<file path="config.mk">
export PLATFORM = sky130hd
export DESIGN_NAME = sla_aligner
export DESIGN_NICKNAME = d
export VERILOG_FILES = /design/src/rtl/sla_pkg.sv /design/src/rtl/sla_launcher.sv /design/src/rtl/sla_arrival.sv /design/src/rtl/sla_delay_line.sv /design/src/rtl/sla_aligner.sv
export SDC_FILE = /design/constraint.sdc
export NUM_CORES = 2
export LEC_CHECK = 0
export ABC_AREA = 1
export BUFFER_PORTS_ARGS = -buffer_cell sky130_fd_sc_hd__buf_4
export CAP_MARGIN = 20
export CELL_PAD_IN_SITES_DETAIL_PLACEMENT = 1
export CELL_PAD_IN_SITES_GLOBAL_PLACEMENT = 1
export CORE_ASPECT_RATIO = 0.75
export CORE_MARGIN = 1
export CORE_UTILIZATION = 45
export CTS_BUF_LIST = sky130_fd_sc_hd__clkbuf_2 sky130_fd_sc_hd__clkbuf_4 sky130_fd_sc_hd__clkbuf_8
export DETAILED_ROUTE_END_ITERATION = 7
export PLACE_DENSITY = 0.89
export RECOVER_POWER = 100
export SETUP_SLACK_MARGIN = 0.5
export SLEW_MARGIN = 20
export SYNTH_ARGS = -nofsm -noshare
export SYNTH_HDL_FRONTEND = slang
export SYNTH_SLANG_ARGS = --single-unit
export TNS_END_PERCENT = 1
</file>
<file path="constraint.sdc">
create_clock -name clk -period 3.9 [get_ports clk]
set_input_delay 0.195 -clock clk [delete_from_list [all_inputs] [get_ports clk]]
set_output_delay 0.195 -clock clk [all_outputs]
set_load 0.02 [all_outputs]
</file>
<file path="src/rtl/sla_pkg.sv">
package sla_pkg;

  // Tap needed so that data leaves with latency base + sched - launch.
  function automatic int tap_needed(int base, int sched, int arr);
    return base + sched - arr;
  endfunction

  // True when a measured arrival can be compensated within the line.
  function automatic bit tap_fits(int base, int sched, int arr, int depth);
    return (arr <= sched) && (tap_needed(base, sched, arr) <= depth - 1);
  endfunction

endpackage

</file>
<file path="src/rtl/sla_launcher.sv">
module sla_launcher #(
  parameter int CW = 8
) (
  input  logic          clk,
  input  logic          rst_n,
  input  logic          align_cmd,
  input  logic [CW-1:0] launch_at,
  output logic          send_comma
);
  logic          active;
  logic [CW-1:0] cnt;

  assign send_comma = active && (cnt == launch_at);

  always_ff @(posedge clk) begin
    if (!rst_n) begin
      active <= 1'b0;
      cnt    <= '0;
    end else if (align_cmd) begin
      active <= 1'b1;
      cnt    <= '0;
    end else if (active) begin
      if (send_comma) active <= 1'b0;
      else            cnt    <= cnt + 1'b1;
    end
  end

  AST_ONE_COMMA: assert property (@(posedge clk) disable iff (!rst_n)
    send_comma && !align_cmd |=> !send_comma);

endmodule

</file>
<file path="src/rtl/sla_arrival.sv">
module sla_arrival
  import sla_pkg::*;
#(
  parameter int       W       = 16,
  parameter int       CW      = 8,
  parameter int       DEPTH   = 16,
  parameter int       TIMEOUT = 64,
  parameter logic [W-1:0] COMMA = 16'h00BC,
  localparam int      DW      = $clog2(DEPTH)
) (
  input  logic          clk,
  input  logic          rst_n,
  input  logic          align_cmd,
  input  logic [CW-1:0] arrive_at,
  input  logic [DW-1:0] base_delay,
  input  logic [W-1:0]  rx_word,
  output logic [DW-1:0] tap,
  output logic          aligned,
  output logic          err
);
  logic          meas;
  logic [CW-1:0] cnt;
  logic          hit, timeout_ev, fits_ev;
  int            need;

  assign hit        = meas && (rx_word == COMMA);
  assign timeout_ev = meas && !hit && (int'(cnt) == TIMEOUT - 1);
  assign need       = tap_needed(int'(base_delay), int'(arrive_at), int'(cnt));
  assign fits_ev    = tap_fits(int'(base_delay), int'(arrive_at), int'(cnt), DEPTH);

  always_ff @(posedge clk) begin
    if (!rst_n) begin
      meas    <= 1'b0;
      cnt     <= '0;
      tap     <= '0;
      aligned <= 1'b0;
      err     <= 1'b0;
    end else if (align_cmd) begin
      meas    <= 1'b1;
      cnt     <= '0;
      tap     <= base_delay;
      aligned <= 1'b0;
      err     <= 1'b0;
    end else if (meas) begin
      if (hit) begin
        meas <= 1'b0;
        if (fits_ev) begin
          aligned <= 1'b1;
          tap     <= need[DW-1:0];
        end else begin
          err <= 1'b1;
        end
      end else if (timeout_ev) begin
        meas <= 1'b0;
        err  <= 1'b1;
      end else begin
        cnt <= cnt + 1'b1;
      end
    end
  end

  AST_CLEAR_ON_CMD: assert property (@(posedge clk) disable iff (!rst_n)
    align_cmd |=> !aligned && !err);
  AST_HOLD_ALIGNED: assert property (@(posedge clk) disable iff (!rst_n)
    aligned && !align_cmd |=> aligned);
  AST_HOLD_ERR: assert property (@(posedge clk) disable iff (!rst_n)
    err && !align_cmd |=> err);
  AST_EXCLUSIVE: assert property (@(posedge clk) disable iff (!rst_n)
    !(aligned && err));
  AST_TAP_ON_ERR: assert property (@(posedge clk) disable iff (!rst_n)
    $rose(err) |-> tap == base_delay);
  AST_TIMEOUT_FLAG: assert property (@(posedge clk) disable iff (!rst_n)
    timeout_ev && !align_cmd |=> err && !aligned);

endmodule

</file>
<file path="src/rtl/sla_delay_line.sv">
module sla_delay_line #(
  parameter int  W     = 16,
  parameter int  DEPTH = 16,
  localparam int DW    = $clog2(DEPTH)
) (
  input  logic          clk,
  input  logic          rst_n,
  input  logic [W-1:0]  din,
  input  logic [DW-1:0] tap,
  output logic [W-1:0]  dout
);
  logic [W-1:0] sr [DEPTH-1];

  always_ff @(posedge clk) begin
    if (!rst_n) begin
      for (int i = 0; i < DEPTH - 1; i++) sr[i] <= '0;
    end else begin
      sr[0] <= din;
      for (int i = 1; i < DEPTH - 1; i++) sr[i] <= sr[i-1];
    end
  end

  always_comb begin
    dout = din;
    for (int i = 1; i < DEPTH; i++)
      if (int'(tap) == i) dout = sr[i-1];
  end

  AST_TAP_ONE: assert property (@(posedge clk) disable iff (!rst_n)
    (tap == DW'(1)) && $stable(tap) |-> dout == $past(din));

endmodule

</file>
<file path="src/rtl/sla_aligner.sv">
module sla_aligner
  import sla_pkg::*;
#(
  parameter int           NCH     = 4,
  parameter int           W       = 16,
  parameter int           CW      = 8,
  parameter int           DEPTH   = 16,
  parameter int           TIMEOUT = 64,
  parameter logic [W-1:0] COMMA   = 16'h00BC,
  localparam int          DW      = $clog2(DEPTH)
) (
  input  logic             clk,
  input  logic             rst_n,
  input  logic             align_cmd,
  input  logic [CW-1:0]    launch_at,
  input  logic [CW-1:0]    arrive_at,
  input  logic [DW-1:0]    base_delay,
  input  logic [NCH*W-1:0] tx_payload,
  output logic [NCH*W-1:0] tx_data,
  input  logic [NCH*W-1:0] rx_data,
  output logic [NCH*W-1:0] rx_out,
  output logic [NCH-1:0]   aligned,
  output logic [NCH-1:0]   align_err
);
  logic send_comma;

  sla_launcher #(.CW(CW)) u_launch (
    .clk(clk), .rst_n(rst_n), .align_cmd(align_cmd),
    .launch_at(launch_at), .send_comma(send_comma)
  );

  for (genvar c = 0; c < NCH; c++) begin : g_lane
    logic [DW-1:0] tap;

    assign tx_data[c*W +: W] = send_comma ? COMMA : tx_payload[c*W +: W];

    sla_arrival #(.W(W), .CW(CW), .DEPTH(DEPTH), .TIMEOUT(TIMEOUT), .COMMA(COMMA)) u_arr (
      .clk(clk), .rst_n(rst_n), .align_cmd(align_cmd),
      .arrive_at(arrive_at), .base_delay(base_delay),
      .rx_word(rx_data[c*W +: W]), .tap(tap),
      .aligned(aligned[c]), .err(align_err[c])
    );

    sla_delay_line #(.W(W), .DEPTH(DEPTH)) u_dly (
      .clk(clk), .rst_n(rst_n), .din(rx_data[c*W +: W]),
      .tap(tap), .dout(rx_out[c*W +: W])
    );

    AST_PAYLOAD_PASS: assert property (@(posedge clk) disable iff (!rst_n)
      !send_comma |-> tx_data[c*W +: W] == tx_payload[c*W +: W]);
  end

endmodule

</file>
; ---- Word-level counts from Yosys, hierarchy flattened
; Memories as Yosys holds them, arrays and structs flattened.
; Cells that the tools add are included.
[word_totals]
rom_bits = 0
wordCells = 415
mem_bits_rw = 960
ff_bits = 69
latchBits = 0
inputBits = 151
memories = 4
[memory_table]
columns = name, words, word_bits, read_ports, rd_ports_with_merged_regs, write_ports, line_no
row1 = g_lane[0].u_dly.sr, 15, 16, 15, 0, 15, sla_delay_line.sv:12  ; logic [W-1:0] sr [DEPTH-1];
row2 = g_lane[1].u_dly.sr, 15, 16, 15, 0, 15, sla_delay_line.sv:12
row3 = g_lane[2].u_dly.sr, 15, 16, 15, 0, 15, sla_delay_line.sv:12
row4 = g_lane[3].u_dly.sr, 15, 16, 15, 0, 15, sla_delay_line.sv:12
[classes]
muxes = 173
magnitude_cmp = 8
shift = 0
reduce_logical = 55
eq_ne = 73
addsub = 10
n_div = 0
mul = 0
bitwise = 70
[ops]
columns = operator, n
row1 = $mux 16, 124
row2 = $eq 4x4->1 const B, 32
row3 = $le 32x5->1 const B, 4
row4 = $sub 32x9->32, 4
row5 = $eq 16x8->1 const B, 4
row6 = $eq 4x3->1 const B, 16
row7 = $mux 4, 16
row8 = $or 1x1->1, 60
row9 = $reduce_and 3->1, 16
row10 = $add 8x1->8 const B, 5
row11 = $mux 1, 33
row12 = $eq 4x2->1 const B, 8
row13 = $eq 8x7->1 const B, 4
row14 = $le 8x8->1, 4
row15 = $reduce_bool 2->1, 16
row16 = $logic_and 1x1->1, 17
row17 = $eq 4x1->1 const B, 4
row18 = $not 1->1, 10
row19 = $add 4x8->9, 1
row20 = $eq 8x8->1, 1
row21 = $ne 2x2->1 const B, 4
row22 = $logic_not 1->1, 4
row23 = $reduce_and 2->1, 1
row24 = $reduce_or 2->1, 1

; ---- Longest topological paths before layout
[logic_depth]
ltp_word = 16
mapped_depth = 24

; ---- Cells and area by module
; Synthesis repeated with hierarchy kept, for this count alone.
[hier_totals]
hier_cells = 6900
hier_area_um2 = 46210.6
[modules_own_cells]
columns = mod, area_per_inst_um2, cells_each, n_inst
row1 = sla_delay_line, 9634.2, 1415, 4
row2 = sla_arrival at g_lane[0].u_arr ..., 1626.6, 249, 3
row3 = sla_arrival at g_lane[3].u_arr, 1655.3, 258, 1
row4 = sla_launcher, 575.6, 99, 1
row5 = sla_aligner, 563.0, 136, 1

; ---- Worst setup path after synthesis
; Ideal clock, no wire load.
[synth_timing]
path_type = input to register
startpoint = input arrive_at[0]
endpoint = register g_lane[3].u_arr.tap[3]
cell_stages = 22
arrival_ps = 3255
slack_ps = 575
path_buffers = 0
path_cell_list = ha_1 > inv_1 > fa_1 > o21ai_2 > xor2_1 > inv_1 > ha_1 > nand2_1 > o21ai_0 > nor2_1 > inv_1 > a21oi_1 > o21a_1 > ha_1 > o21ai_0 > a211oi_1 > nand4_1 > o21ai_1 > nand3_1 > nand2_1 > o21ai_0 > a21oi_1
[synth_via]
elab_chain_cells = 6
word_cells_on_any_way = 11
cone_classes = 2 x add/sub / 2 x order compare / 4 x mux / 3 x reduce/logical
[synth_rtl]
columns = element, line_no
row1 = start: declaration, sla_aligner.sv:16  ; input logic [CW-1:0] arrive_at,
row2 = $add 4x8->9, sla_pkg.sv:5  ; return base + sched - arr;
row3 = $sub 32x9->32, sla_pkg.sv:5
row4 = $le 32x5->1 or $mux 4 (tied branches), "sla_pkg.sv:10, sla_arrival.sv:47"
row5 = $logic_and 1x1->1 or $mux 4 (tied branches), "sla_pkg.sv:10, sla_arrival.sv:45"
row6 = $reduce_bool 2->1 (no source line) or $mux 4 (tied branches), --
row7 = $reduce_and 3->1 (no source line) or $mux 4 (tied branches), --
row8 = end signal: assignment, sla_arrival.sv:41  ; tap <= base_delay;
row9 = end signal: assignment, sla_arrival.sv:49  ; tap <= need[DW-1:0];
row10 = end: declaration, sla_arrival.sv:17  ; output logic [DW-1:0] tap,
; Several ways; a longest one is shown, not always the timed one. The select of a mux whose other input is x is not followed.
; A chain may end at the register's enable or synchronous reset.

; ---- Worst setup path after layout
[layout_timing]
startpoint = register g_lane[3].u_arr.tap[2]
endpoint = output rx_out[48]
[layout_via]
elab_chain_cells = 16
word_cells_on_any_way = 30
cone_classes = 15 x eq/ne / 15 x mux
[layout_rtl]
columns = element, line_no
row1 = $eq 4x2->1, sla_delay_line.sv:26  ; if (int'(tap) == i) dout = sr[i-1];
row2 = $mux 16 (14 in series), sla_delay_line.sv:26
row3 = $mux 16 (*), sla_delay_line.sv:26
row4 = end: declaration, sla_aligner.sv:21  ; output logic [NCH*W-1:0] rx_out,
; Every way passes the cells marked *; elsewhere a longest branch is shown, timed or not.

==> impl_metrics.env <==
export IMPL_status="finished, violations left"
export IMPL_violations="max-capacitance violations, max-slew violations"
export IMPL_clockBufferDepth=3
export IMPL_drc=0
export IMPL_synth_flop_cell="dfxtp_1"
export IMPL_synth_area_um2=44700
export IMPL_die_y_um=275
export IMPL_synthMuxAreaShare_pct=0.0224
export IMPL_start_util_pct=45.7
export IMPL_cp_max_fo=11
export IMPL_min_path_type="in -> reg"
export IMPL_crit_type="reg -> out"
export IMPL_holdPathStages=4
export IMPL_drtAntennaViolNets=0
export IMPL_period_share_pct=97.1
export IMPL_worstPathCellList="inv_2 > nor2_1 > inv_2 > nor2_2 > buf_6 > buf_6 > a21oi_1 > nand2_1 > nand2_1 > nand2_1 > nand3_1 > nand3_1 > nand3_1 > nand2_1 > nand2_1 > nand3_1 > nand2_1 > nand2_1 > nand2_1 > nand2_1 > buf_4"
export IMPL_cp_slowest_cell="dfxtp_4"
export IMPL_r2r_cells=17
export IMPL_area_growth_pct=18.8
export IMPL_synth_fa_ha_area_share_pct=2.38
export IMPL_cp_common_cell="nand2_1"
export IMPL_netlist_instances=6549
export IMPL_io_buffers=286
export IMPL_wl_per_cell_um=17.5
export IMPL_tns_ns=0
export IMPL_async_reset_ff_share_pct=0
export IMPL_first_global_vias=44200
export IMPL_num_vias=42400
export IMPL_ys_warn_count=0
export IMPL_drive_above_1_share_pct=12.7
export IMPL_overflow=0
export IMPL_worst_pin_slew_ns=3.46
export IMPL_ios=287
export IMPL_ys_ff_latch=1029
export IMPL_cts_sinks=1029
export IMPL_via_per_inst=5.04
export IMPL_hold_viol=0
export IMPL_layout_nets=7195
export IMPL_crit_arrival_ns=3.59
export IMPL_achievable_frequency_mhz=264
export IMPL_row_count=99
export IMPL_finClkSkew_ns=0.0471
export IMPL_fp_dieW_um=366
export IMPL_timing_final_ws_setup_ns=0.114
export IMPL_cp_required_ns=3.70
export IMPL_die_area_um2=101000
export IMPL_drtIter0Drc=2588
export IMPL_cts_buffers=164
export IMPL_synth_nets=6782
export IMPL_grt_first_pass_wirelength_um=230000
export IMPL_path_depth=21
export IMPL_p_leak_nw=31.2
export IMPL_endpoint_kind="output port"
export IMPL_cpPeakStageDelay_ns=0.39
export IMPL_finalCriticalPeriod_ns=3.79
export IMPL_routed_wirelength_um=147000
export IMPL_synth_edf_count=0
export IMPL_critPathLaunchType="flop"
export IMPL_drv_slew=721
export IMPL_cts_max_level=4
export IMPL_cts_root_buf="clkbuf_8"
export IMPL_maxCapViolations=5
export IMPL_dp_hpwl_um=90400
export IMPL_crit_buf_inv=5
export IMPL_antenna_found_initial=13
export IMPL_rsz0062_at_grt="yes"
export IMPL_track_usage_pct=28.2
export IMPL_synth_top_family_by_area="simple AND/OR/NAND/NOR gates"
export IMPL_synth_compound_area_share_pct=6.86
export IMPL_critPathTopFamily="simple AND/OR/NAND/NOR gates"
export IMPL_gp_congestion=0.828
export IMPL_grt_start_max_net_pins=231
export IMPL_relSlewSlack_pct=-131
export IMPL_synth_xor_xnor_area_share_pct=0.471
export IMPL_setup_violations=0
export IMPL_ys_seq_area_share_pct=46.1
export IMPL_clk_pin_slew_worst_paths_ns=0.08
export IMPL_power_density_nw_per_um2=464
export IMPL_synth_cell_type_count=56
export IMPL_core_area_um2=97700
export IMPL_synthSimpleGateAreaFrac_pct=29.4
export IMPL_cts_tree="yes"
export IMPL_avgSynthCellArea_um2=6.82
export IMPL_peakVddDrop_mv=0.288
export IMPL_clk_latency_ns=0.88
export IMPL_drt_pass1_iterations=7
export IMPL_dpl_worst_slack_ns=-0.441
layout by cell type (no fill, tap or decap), types with 11 or more instances in the layout:
| master | instances |
|---|---|
| a21oi_1 | 260 |
| buf_4 | 316 |
| buf_6 | 12 |
| clkbuf_1 | 76 |
| clkbuf_4 | 64 |
| clkbuf_8 | 204 |
| clkinvlp_4 | 18 |
| dfxtp_1 | 1013 |
| dlygate4sd3_1 | 91 |
| ha_1 | 77 |
| inv_1 | 1375 |
| inv_2 | 29 |
| inv_4 | 11 |
| nand2_1 | 2107 |
| nand2_2 | 18 |
| nand2_4 | 11 |
| nand3_1 | 355 |
| nand3_2 | 14 |
| nand4_1 | 30 |
| nor2_1 | 347 |
| nor2_2 | 13 |
| nor2_4 | 25 |
| nor3_1 | 31 |
| nor4_1 | 16 |
| o211ai_1 | 56 |
| o21ai_0 | 137 |
| o21ai_1 | 63 |
| o21bai_1 | 12 |
| or2_0 | 41 |
| or2_1 | 22 |
| or2_2 | 98 |
| xor2_1 | 15 |
sequential cells by signal, summed over array words and instances, names as in the netlist:
signal                count
g_lane.u_arr.cnt         32
g_lane.u_arr.aligned      4
u_launch.active           1
g_lane.u_arr.err          4
g_lane.u_arr.tap         16
u_launch.cnt              8
g_lane.u_arr.meas         4
g_lane.u_dly.sr         960
cells by family (layout without fill, tap and decap cells):
| logic type | count (synthesis) | count (layout) |
|---|---|---|
| fa+ha+maj | 82 | 82 |
| simple gates | 3146 | 3150 |
| compound gates | 562 | 562 |
| flops | 1029 | 1029 |
| mux | 1 | 1 |
| buf+inv | 1705 | 2234 |
| other cells | 0 | 9 |
| xor+xnor | 24 | 24 |
stage by stage:
step	hold WS, ns	instances	cell area (um^2)	power, mW	utilization (%)
2_1_floorplan	0.288	6549	44700	13.1	-
3_3_place_gp	0.381	7965	48000	14.3	49.1
3_5_place_dp	0.397	7965	48000	14.4	49.1
4_1_cts	0.00264	8380	53000	24.6	54.2
5_1_grt	0.0786	8403	53000	25.6	54.3
6_report	0.0947	8404	53100	24.6	54.3
synth_stat cells, types with 2 or more instances:
cell type,number,share of area (%)
o221ai_1,3,0.059
clkinv_1,3,0.025
a211oi_1,7,0.12
a21o_1,2,0.034
nand3b_1,3,0.050
buf_2,51,0.57
ha_1,77,2.2
nor2_2,16,0.22
inv_4,2,0.028
clkbuf_1,196,1.6
buf_4,14,0.24
nand2_1,2119,18
a31oi_1,8,0.11
nor2_1,356,3.0
o21a_1,3,0.050
inv_1,1386,12
nand3_1,366,4.1
or2_2,98,1.4
nor3b_1,9,0.15
nor3_1,31,0.35
nand3_2,3,0.067
buf_6,6,0.15
o211ai_1,56,0.94
or2_0,41,0.57
xor2_1,15,0.29
nand4_1,30,0.42
inv_2,43,0.36
o21ai_1,65,0.73
nand2_2,15,0.21
nor2_4,13,0.33
o21bai_1,12,0.20
buf_1,3,0.025
fa_1,5,0.22
a21oi_1,261,2.9
nor2_8,2,0.090
nor4_1,16,0.22
xnor2_1,9,0.18
or2_1,22,0.31
dfxtp_1,1029,46
o21ai_0,137,1.5
area by class of cell:
class | count | area (um^2)
Inverter | 1434 | 5500
Sequential cell | 1029 | 20600
Tap cell | 1313 | 1640
Antenna cell | 9 | 22.5
Fill cell | 12800 | 44700
Timing Repair Buffer | 510 | 3940
Clock inverter | 21 | 240
Multi-Input combinational cell | 3819 | 17800
Clock buffer | 265 | 3270
Timing Repair inverter | 4 | 30.0
timing repair:
action | 4_1_cts | 5_1_grt
setup endpoints to repair | 127 | 106
gates resized for setup | 81 | 66
cloned | 7 | 1
hold endpoints to repair | 152 | 0
buffers inserted | 31 | 14
pin swaps | 16 | 36
hold buffers | 91 | 0
report_power, final:
part,internal (mW),switching (mW),total [mW]
sequential,10.6,0.110,10.8
combinational,1.33,2.46,3.79
clock,5.55,4.52,10.1
total,17.5,7.09,24.6
worst register-to-register path, stage by stage (launching register included):
cell and delay, ns:
dfxtp_1 0.46, inv_1 0.14, fa_1 0.47, nand2_1 0.12, nor3_1 0.06, nor2_1 0.20
inv_1 0.07, a21oi_1 0.13, o21a_1 0.17, ha_1 0.14, o21ai_0 0.11, a211oi_1 0.21
nand4_1 0.12, o21ai_0 0.15, nand3_1 0.14, nand2_1 0.28, o21ai_0 0.15, a21oi_1 0.32
final timing paths:
kind	start	end	slack, ns
setup / recovery	g_lane[3].u_arr.tap[2]	rx_out[48]	0.11
hold / removal	rx_data[36]	g_lane[2].u_dly.sr[0][4]	0.09
setup reg to reg	g_lane[3].u_arr.cnt[1]	g_lane[3].u_arr.tap[0]	0.38
hold reg to reg	g_lane[3].u_dly.sr[0][106]	g_lane[3].u_dly.sr[0][122]	0.39
routing by layer:
metal | part of all wire [%] | GRT usage (%)
met3 | 4.9 | 4.80
met2 | 47 | 47.4
met4 | 3.7 | 12.2
met1 | 44 | 35.7
met5 | 0.024 | 0
Note: power is estimated with default switching activity, not from simulation.
